**config.mk**
```make
export PLATFORM = sky130hd
export DESIGN_NAME = cfg_loader
export DESIGN_NICKNAME = d
export VERILOG_FILES = /design/src/rtl/cfg_loader_pkg.sv /design/src/rtl/cfg_ee_master.sv /design/src/rtl/cfg_ext_shift.sv /design/src/rtl/cfg_loader.sv
export SDC_FILE = /design/constraint.sdc
export NUM_CORES = 1
export LEC_CHECK = 0
export ABC_AREA = 1
export CAP_MARGIN = 20
export CORE_UTILIZATION = 35
export CTS_CLUSTER_DIAMETER = 30
export DETAILED_ROUTE_END_ITERATION = 12
export HOLD_SLACK_MARGIN = 0.08
export SYNTH_ARGS = -nofsm -noshare
export SYNTH_HDL_FRONTEND = slang
export SYNTH_SLANG_ARGS = --single-unit
```
**constraint.sdc**
```tcl
create_clock -name clk_i -period 4.4 [get_ports clk_i]
set_input_delay 0.88 -clock clk_i [delete_from_list [all_inputs] [get_ports clk_i]]
set_output_delay 0.88 -clock clk_i [all_outputs]
set_load 0.1 [all_outputs]
```
**src/rtl/cfg_loader_pkg.sv**
```systemverilog
package cfg_loader_pkg;
  typedef enum logic [1:0] {
    SRC_STRAP = 2'b00,
    SRC_CTRL  = 2'b01,
    SRC_EE    = 2'b10,
    SRC_RSVD  = 2'b11
  } src_mode_e;

  // command periods: start, 2 opcode, 6 address, 1 dummy before data
  localparam int unsigned EE_CMD_PERIODS = 10;
  localparam int unsigned EE_HI_CMD      = 2;  // periods carrying a 1
endpackage

```
**src/rtl/cfg_ee_master.sv**
```systemverilog
module cfg_ee_master
  import cfg_loader_pkg::*;
#(
  parameter int unsigned HALF_DIV = 2,
  parameter int unsigned CFG_W    = 16
) (
  input  logic             clk_i,
  input  logic             rst_ni,
  input  logic             start_i,
  input  logic             ee_do_i,
  output logic             sclk_o,
  output logic             cs_o,
  output logic             di_o,
  output logic [CFG_W-1:0] word_o,
  output logic             done_o
);
  localparam int unsigned TOTAL = EE_CMD_PERIODS + CFG_W;
  localparam int unsigned IDX_W = $clog2(TOTAL);
  localparam int unsigned DIV_W = $clog2(HALF_DIV + 1);
  localparam int unsigned BIT_W = $clog2(CFG_W);

  logic             busy_q, fin_q, phase_q, done_q;
  logic [DIV_W-1:0] half_q;
  logic [IDX_W-1:0] idx_q;
  logic [CFG_W-1:0] word_q;
  logic [IDX_W-1:0] rel;
  logic             half_end;

  assign half_end = (half_q == DIV_W'(HALF_DIV - 1));
  assign rel      = idx_q - IDX_W'(EE_CMD_PERIODS);

  always_ff @(posedge clk_i or negedge rst_ni) begin
    if (!rst_ni) begin
      busy_q  <= 1'b0;
      fin_q   <= 1'b0;
      phase_q <= 1'b0;
      done_q  <= 1'b0;
      half_q  <= '0;
      idx_q   <= '0;
      word_q  <= '0;
    end else begin
      done_q <= 1'b0;
      if (!busy_q) begin
        if (start_i && !fin_q) begin
          busy_q  <= 1'b1;
          half_q  <= '0;
          phase_q <= 1'b0;
          idx_q   <= '0;
        end
      end else if (!half_end) begin
        half_q <= half_q + 1'b1;
      end else begin
        half_q <= '0;
        if (!phase_q) begin
          phase_q <= 1'b1;
          // sample on the rising serial edge
          if (idx_q >= IDX_W'(EE_CMD_PERIODS))
            word_q[rel[BIT_W-1:0]] <= ee_do_i;
        end else begin
          phase_q <= 1'b0;
          if (idx_q == IDX_W'(TOTAL - 1)) begin
            busy_q <= 1'b0;
            fin_q  <= 1'b1;
            done_q <= 1'b1;
          end else begin
            idx_q <= idx_q + 1'b1;
          end
        end
      end
    end
  end

  assign sclk_o = phase_q;
  assign cs_o   = busy_q;
  assign di_o   = busy_q && (idx_q < IDX_W'(EE_HI_CMD));
  assign word_o = word_q;
  assign done_o = done_q;
endmodule

```
**src/rtl/cfg_ext_shift.sv**
```systemverilog
module cfg_ext_shift #(
  parameter int unsigned CFG_W = 16
) (
  input  logic             clk_i,
  input  logic             rst_ni,
  input  logic             en_i,
  input  logic             ext_clk_i,
  input  logic             ext_data_i,
  output logic [CFG_W-1:0] word_o,
  output logic             done_o
);
  localparam int unsigned CNT_W = $clog2(CFG_W + 1);
  localparam int unsigned BIT_W = $clog2(CFG_W);

  logic [2:0]       clk_sq;
  logic [1:0]       dat_sq;
  logic [CNT_W-1:0] cnt_q;
  logic [CFG_W-1:0] word_q;
  logic             done_q;
  logic             rise;

  assign rise = clk_sq[1] && !clk_sq[2];

  always_ff @(posedge clk_i or negedge rst_ni) begin
    if (!rst_ni) begin
      clk_sq <= '0;
      dat_sq <= '0;
      cnt_q  <= '0;
      word_q <= '0;
      done_q <= 1'b0;
    end else begin
      clk_sq <= {clk_sq[1:0], ext_clk_i};
      dat_sq <= {dat_sq[0], ext_data_i};
      done_q <= 1'b0;
      if (en_i && rise && (cnt_q < CNT_W'(CFG_W))) begin
        word_q[cnt_q[BIT_W-1:0]] <= dat_sq[1];
        cnt_q <= cnt_q + 1'b1;
        if (cnt_q == CNT_W'(CFG_W - 1)) done_q <= 1'b1;
      end
    end
  end

  assign word_o = word_q;
  assign done_o = done_q;
endmodule

```
**src/rtl/cfg_loader.sv**
```systemverilog
module cfg_loader
  import cfg_loader_pkg::*;
#(
  parameter int unsigned     HALF_DIV = 2,
  parameter int unsigned     CFG_W    = 16,
  parameter int unsigned     ADDR_W   = 5,
  parameter logic [CFG_W-1:0] DFLT_CFG = 16'h1000,
  parameter int unsigned     BIT_A    = 9,
  parameter int unsigned     BIT_B    = 8,
  parameter int unsigned     BIT_C    = 10
) (
  input  logic              clk_i,
  input  logic              rst_ni,
  input  logic [1:0]        mode_i,
  input  logic              strap_a_i,
  input  logic              strap_b_i,
  input  logic              strap_c_i,
  input  logic              ext_clk_i,
  input  logic              ext_data_i,
  input  logic              ee_do_i,
  output logic              ee_sclk_o,
  output logic              ee_cs_o,
  output logic              ee_di_o,
  output logic [CFG_W-1:0]  cfg_word_o,
  output logic              cfg_done_o,
  output logic [ADDR_W-1:0] mgmt_addr_o
);
  src_mode_e        mode_q;
  logic             mode_vld_q, done_q;
  logic [CFG_W-1:0] cfg_q, hw_word, ee_word, ext_word;
  logic             ee_done, ext_done, sel_ee, sel_ctrl, sel_hw;

  assign sel_ee   = mode_vld_q && (mode_q == SRC_EE);
  assign sel_ctrl = mode_vld_q && (mode_q == SRC_CTRL);
  assign sel_hw   = mode_vld_q && (mode_q == SRC_STRAP || mode_q == SRC_RSVD);

  cfg_ee_master #(.HALF_DIV(HALF_DIV), .CFG_W(CFG_W)) u_ee (
    .clk_i  (clk_i),
    .rst_ni (rst_ni),
    .start_i(sel_ee),
    .ee_do_i(ee_do_i),
    .sclk_o (ee_sclk_o),
    .cs_o   (ee_cs_o),
    .di_o   (ee_di_o),
    .word_o (ee_word),
    .done_o (ee_done)
  );

  cfg_ext_shift #(.CFG_W(CFG_W)) u_ext (
    .clk_i     (clk_i),
    .rst_ni    (rst_ni),
    .en_i      (sel_ctrl),
    .ext_clk_i (ext_clk_i),
    .ext_data_i(ext_data_i),
    .word_o    (ext_word),
    .done_o    (ext_done)
  );

  always_comb begin
    hw_word        = DFLT_CFG;
    hw_word[BIT_A] = strap_a_i;
    hw_word[BIT_B] = strap_b_i;
    hw_word[BIT_C] = strap_c_i;
  end

  always_ff @(posedge clk_i or negedge rst_ni) begin
    if (!rst_ni) begin
      mode_q     <= SRC_STRAP;
      mode_vld_q <= 1'b0;
      done_q     <= 1'b0;
      cfg_q      <= '0;
    end else if (!done_q) begin
      if (!mode_vld_q) begin
        mode_vld_q <= 1'b1;
        mode_q     <= src_mode_e'(mode_i);
      end else if (sel_hw) begin
        cfg_q  <= hw_word;
        done_q <= 1'b1;
      end else if (sel_ctrl && ext_done) begin
        cfg_q  <= ext_word;
        done_q <= 1'b1;
      end else if (sel_ee && ee_done) begin
        cfg_q  <= ee_word;
        done_q <= 1'b1;
      end
    end
  end

  assign cfg_word_o  = cfg_q;
  assign cfg_done_o  = done_q;
  assign mgmt_addr_o = (done_q && !sel_hw) ? cfg_q[ADDR_W-1:0] : '0;
endmodule

```
Yosys cells after proc, flatten, opt, wreduce, memory -nomap -nowiden
Cells that the tools add are included.
- register bits: 74
- input port bits: 10
- logic and storage cells: 103
- add/sub/neg operators: 4
- magnitude comparators: 7
- equality and inequality tests: 9
- muxes and demuxes: 38
- bitwise logic cells: 3
- reduce and logical (&&, ||, !) cells: 26
- operator list (kind ; count):
    2-to-1 mux 16 bit ; 3
    bitwise mux 16 bit ; 2
    2-to-1 mux 5 bit ; 6
    2-to-1 mux 1 bit ; 22
    logical AND 1 bit ; 13
    AND reduction 4 bit ; 3
    adder 5 x 1 -> 5 bit, second input constant ; 2
    < comparator 4 x 5 -> 1 bit, second input constant ; 2
    demux 1 bit (select 4 bit) ; 2
    greater-or-equal comparator 4 x 1 -> 1 bit, second input constant ; 2
    2-to-1 mux 2 bit ; 3
    inequality test 2 bit, second input constant ; 3
    == test 5 x 4 -> 1 bit, second input constant ; 1
    == test 5 bit, second input constant ; 1
    greater-or-equal comparator 5 x 4 -> 1 bit, second input constant ; 1
    < comparator 5 x 2 -> 1 bit, second input constant ; 1
    < comparator 5 bit, second input constant ; 1
    == test 2 x 1 -> 1 bit, second input constant ; 2
    == test 2 bit, second input constant ; 2
    AND reduction 2 bit ; 2
    subtractor 4 bit, second input constant ; 1
    logical NOT 1 bit ; 3
    NOT 1 bit ; 3
    AND reduction 3 bit ; 1
    other kinds (5) ; 5

Logic depth before layout (Yosys ltp)
- depth after elaboration: 8
- gate-level depth with buffers: 9
- depth with buffers taken out: 9

Cells and area by module
From an unflattened synthesis, not the netlist that was laid out.
- cells, all modules: 545
- area total of the unflattened synthesis: 4210.3 µm²
- by module, submodules not included (module ; times used ; cells each ; area each (µm²) ; seq. area each (µm²)):
    cfg_ee_master ; 1 ; 199 ; 1656.6 ; 675.6
    cfg_loader ; 1 ; 194 ; 1293.7 ; 500.5
    cfg_ext_shift ; 1 ; 152 ; 1260.0 ; 675.6

Worst setup path after synthesis
No wires, ideal clock.
- path kind: flip-flop to output port
- start point: reg u_ee.busy_q (netlist: u_ee.cs_o)
- end point: out ee_di_o
- arrival time: 3307 ps
- path slack: 213 ps
- cell stages (with the launch flop): 3
- path through: dfrtp_1 -> inv_1 -> nor3_1
- word-level cells in the longest chain between the ends: 1
- RTL lines (element ; RTL line ; RTL):
    from (decl) ; cfg_ee_master.sv:22 ; logic busy_q, fin_q, phase_q, done_q;
    from (signal assigned) ; cfg_ee_master.sv:34 ; busy_q <= 1'b0;
    from (signal assigned) ; cfg_ee_master.sv:45 ; busy_q <= 1'b1;
    from (signal assigned) ; cfg_ee_master.sv:62 ; busy_q <= 1'b0;
    logical AND 1 bit ; cfg_ee_master.sv:75 ; assign di_o = busy_q && (idx_q < IDX_W'(EE_HI_CMD));
    to (decl) ; cfg_loader.sv:23 ; output logic ee_di_o,
Every way passes these cells.

Worst setup path in the final report
- start point: reg u_ee.idx_q[1]
- end point: out ee_di_o
- word-level cells in the longest chain between the ends: 2
- RTL lines (element ; RTL line ; RTL):
    from (decl) ; cfg_ee_master.sv:24 ; logic [IDX_W-1:0] idx_q;
    from (signal assigned) ; cfg_ee_master.sv:66 ; idx_q <= idx_q + 1'b1;
    < comparator 5 x 2 -> 1 bit ; cfg_ee_master.sv:75 ;
    logical AND 1 bit ; cfg_ee_master.sv:75 ;
Every way passes these cells.

==> results.yml <==
setup_path:
  crit_required_ns: 3.52
  worstSetupPathType: "flip-flop to output pin"
  start_kind: "flip-flop"
  critical_path_arrival_ns: 2.62
  crit_path_end_kind: "output pin"
  crit_path_top_delay_cell: "clkdlybuf4s50_1"
  cpPeakStageDelay_ns: 1.16
  path_cells: "inv_1 -> ha_1 -> nand2_2 -> nor3_1 -> clkdlybuf4s50_1"
  cp_max_fo: 10
route:
  wl_um: 8410
  num_vias: 3027
  vias_per_cell: 4.77
  drtIter0Drc: 173
  postRouteAntennaNets: 0
  wl_per_cell_um: 13.3
  drtPass1Iterations: 4
  drc: 0
die:
  ioPinCount: 35
  rows: 37
  die_y_um: 107
  initial_core_util_pct: 36.7
  die-area_um2: 11400
  core_um2: 10500
  die_x_um: 107
sta:
  period_needed_ns: 3.50
  fmaxAchievable_mhz: 286
  finalMaxSlewViolations: 0
  fin_crit_sh_pct: 79.5
  max_slew.worst_pin.slew_ns: 0.971
  skew_ns: 0.0100
  setup_tns_ns: 0
  finalHoldViolations: 0
  whs_ns: 0.366
  finalSetupViolCount: 0
  relSlewSlack_pct: 35.1
  rsz0062_at_grt: "false"
clocking:
  cts_setup_buffers: 0
  cts_tree: "yes"
  clock_latency_ns: 0.35
  cts_buffers: 9
  cts.htree.levels: 3
  cts.repair.resized: 0
  holdBufCountCts: 0
  numClockSinks: 74
  cts_root_buf: "clkbuf_8"
  clk_pin_slew_ns: 0.08
  cts_buffer_depth: 2
run_status:
  status: "complete, no violations"
grt:
  grt_pass1_wl_um: 14300
  grt_pass1_vias: 2884
  grt_max_degree: 75
  antenna_found_initial: 0
  groute.usage.overall_pct: 16.2
  grt_overflow: 0
hold_path:
  hp-class: "flip-flop to flip-flop"
yosys:
  ys_warn_count: 0
  syn-cell-area_um2: 3860
  ys_ff_latch: 74
  syn_inst: 465
  synthDistinctLibCells: 25
  syn_nets: 489
  yosysSeqAreaShare_pct: 48.0
  synth.avg_cell_area_um2: 8.30
placement:
  gp_congestion: 0.841
  dp.cells: 618
  port_buffers: 34
  dp_hpwl_um: 6010
finish:
  utilization_pct: 42.4
  final_common_cell: "nand2_1"
  drive_gt1_share_pct: 6.83
  n_antenna_cell: 0
  instances_no_fill: 634
  nNetsFinal: 517
  layout.cells.most_common_list: "nand2_1 (97), inv_1 (81), dfrtp_1 (74)"
  area_growth_pct: 15.4
run:
  maxCapViolations: 0
pwr:
  p_leak_nw: 2.16
  p_per_area_nw_per_um2: 623
  peakVddDrop_uv: 288
## critical path, delay by kind of cell (launching register included)
family                   cells  cell delay, ns
AND/OR/NAND/NOR              2            0.30
adder cells (fa/ha/maj)      1            0.21
flip-flops                   1            0.44
buffers and inverters        2            1.31
## routing by layer
| layer | share of wire [%] | global-route usage, % | vias up |
|---|---|---|---|
| met5 | 0 | 0 | - |
| met4 | 1.8 | 7.63 | 0 |
| met3 | 4.0 | 2.19 | 10 |
| met2 | 46 | 25.0 | 63 |
| met1 | 48 | 22.6 | 1398 |
| li1 | - | - | 1556 |
## cell families after synthesis
group	Yosys count	share of synthesized area, %
XOR/XNOR	4	0.908
flip-flops	74	48.0
adder cells (fa/ha/maj)	14	4.54
AO/OA/AOI/OAI	66	10.7
buffers and inverters	99	11.1
AND/OR/NAND/NOR	208	24.7
## power breakdown
part	leakage [nW]	switching, mW	internal [mW]
Combinational	1.18	0.918	0.324
Sequential	0.878	0.116	0.830
Clock	0.107	0.265	0.321
Total	2.16	1.30	1.48
## per-stage QoR
| stage | instance area [um2] | power, mW | setup WS, ns |
|---|---|---|---|
| after floorplan | 3860 | 1.91 | 0.213 |
| after global placement | 4230 | 2.18 | 1.34 |
| after detailed placement | 4230 | 2.20 | 1.28 |
| after CTS | 4450 | 2.80 | 0.873 |
| after global routing | 4450 | 2.95 | 0.783 |
| final | 4450 | 2.78 | 0.902 |
## area by class of cell
class	count	area, um2
fill	1041	6060
sequential	74	1850
multi-input combinational	292	1580
timing repair buffer	34	325
inverter	82	308
tap	136	170
clock buffer	10	128
clock inverter	6	90.1
## synthesized netlist by cell type
master / number / area share (%)
a21oi_1: 1 / 0.13
a21oi_4: 1 / 0.42
buf_2: 5 / 0.65
buf_4: 1 / 0.19
buf_6: 6 / 1.8
clkbuf_1: 5 / 0.49
dfrtp_1: 74 / 48
ha_1: 14 / 4.5
inv_1: 81 / 7.9
inv_2: 1 / 0.097
nand2_1: 97 / 9.4
nand2_2: 5 / 0.81
nand3_1: 41 / 5.3
nand3_2: 2 / 0.52
nand3_4: 1 / 0.45
nand4_1: 21 / 3.4
nor2_1: 23 / 2.2
nor2_4: 1 / 0.29
nor3_1: 15 / 1.9
o211ai_1: 13 / 2.5
o21ai_0: 24 / 3.1
o21ai_1: 11 / 1.4
o21bai_1: 16 / 3.1
or2_2: 2 / 0.32
xor2_1: 4 / 0.91
## worst paths after layout
| path | startpoint | to | cells after the start | slack (ns) |
|---|---|---|---|---|
| setup / recovery | u_ee.idx_q[1] | ee_di_o | 5 | 0.90 |
| hold / removal | u_ext.dat_sq[0] | u_ext.dat_sq[1] | 0 | 0.37 |
| setup reg to reg | mode_q[0] | cfg_word_o[12] | 8 | 1.96 |
| hold reg to reg | u_ext.dat_sq[0] | u_ext.dat_sq[1] | 0 | 0.37 |
| max in group asynchronous | rst_ni | u_ee.word_o[7] | 1 | 3.14 |
| min in group asynchronous | rst_ni | u_ee.idx_q[4] | 1 | 0.65 |
## sequential cells by signal, summed over array words and instances, names as in the netlist, 2 cells and up
signal,cells
u_ext.word_o,16
u_ee.half_q,2
u_ext.cnt_q,5
u_ee.word_o,16
u_ext.clk_sq,3
u_ee.idx_q,5
mode_q,2
cfg_word_o,16
u_ext.dat_sq,2
(Power assumes the default switching activity.)
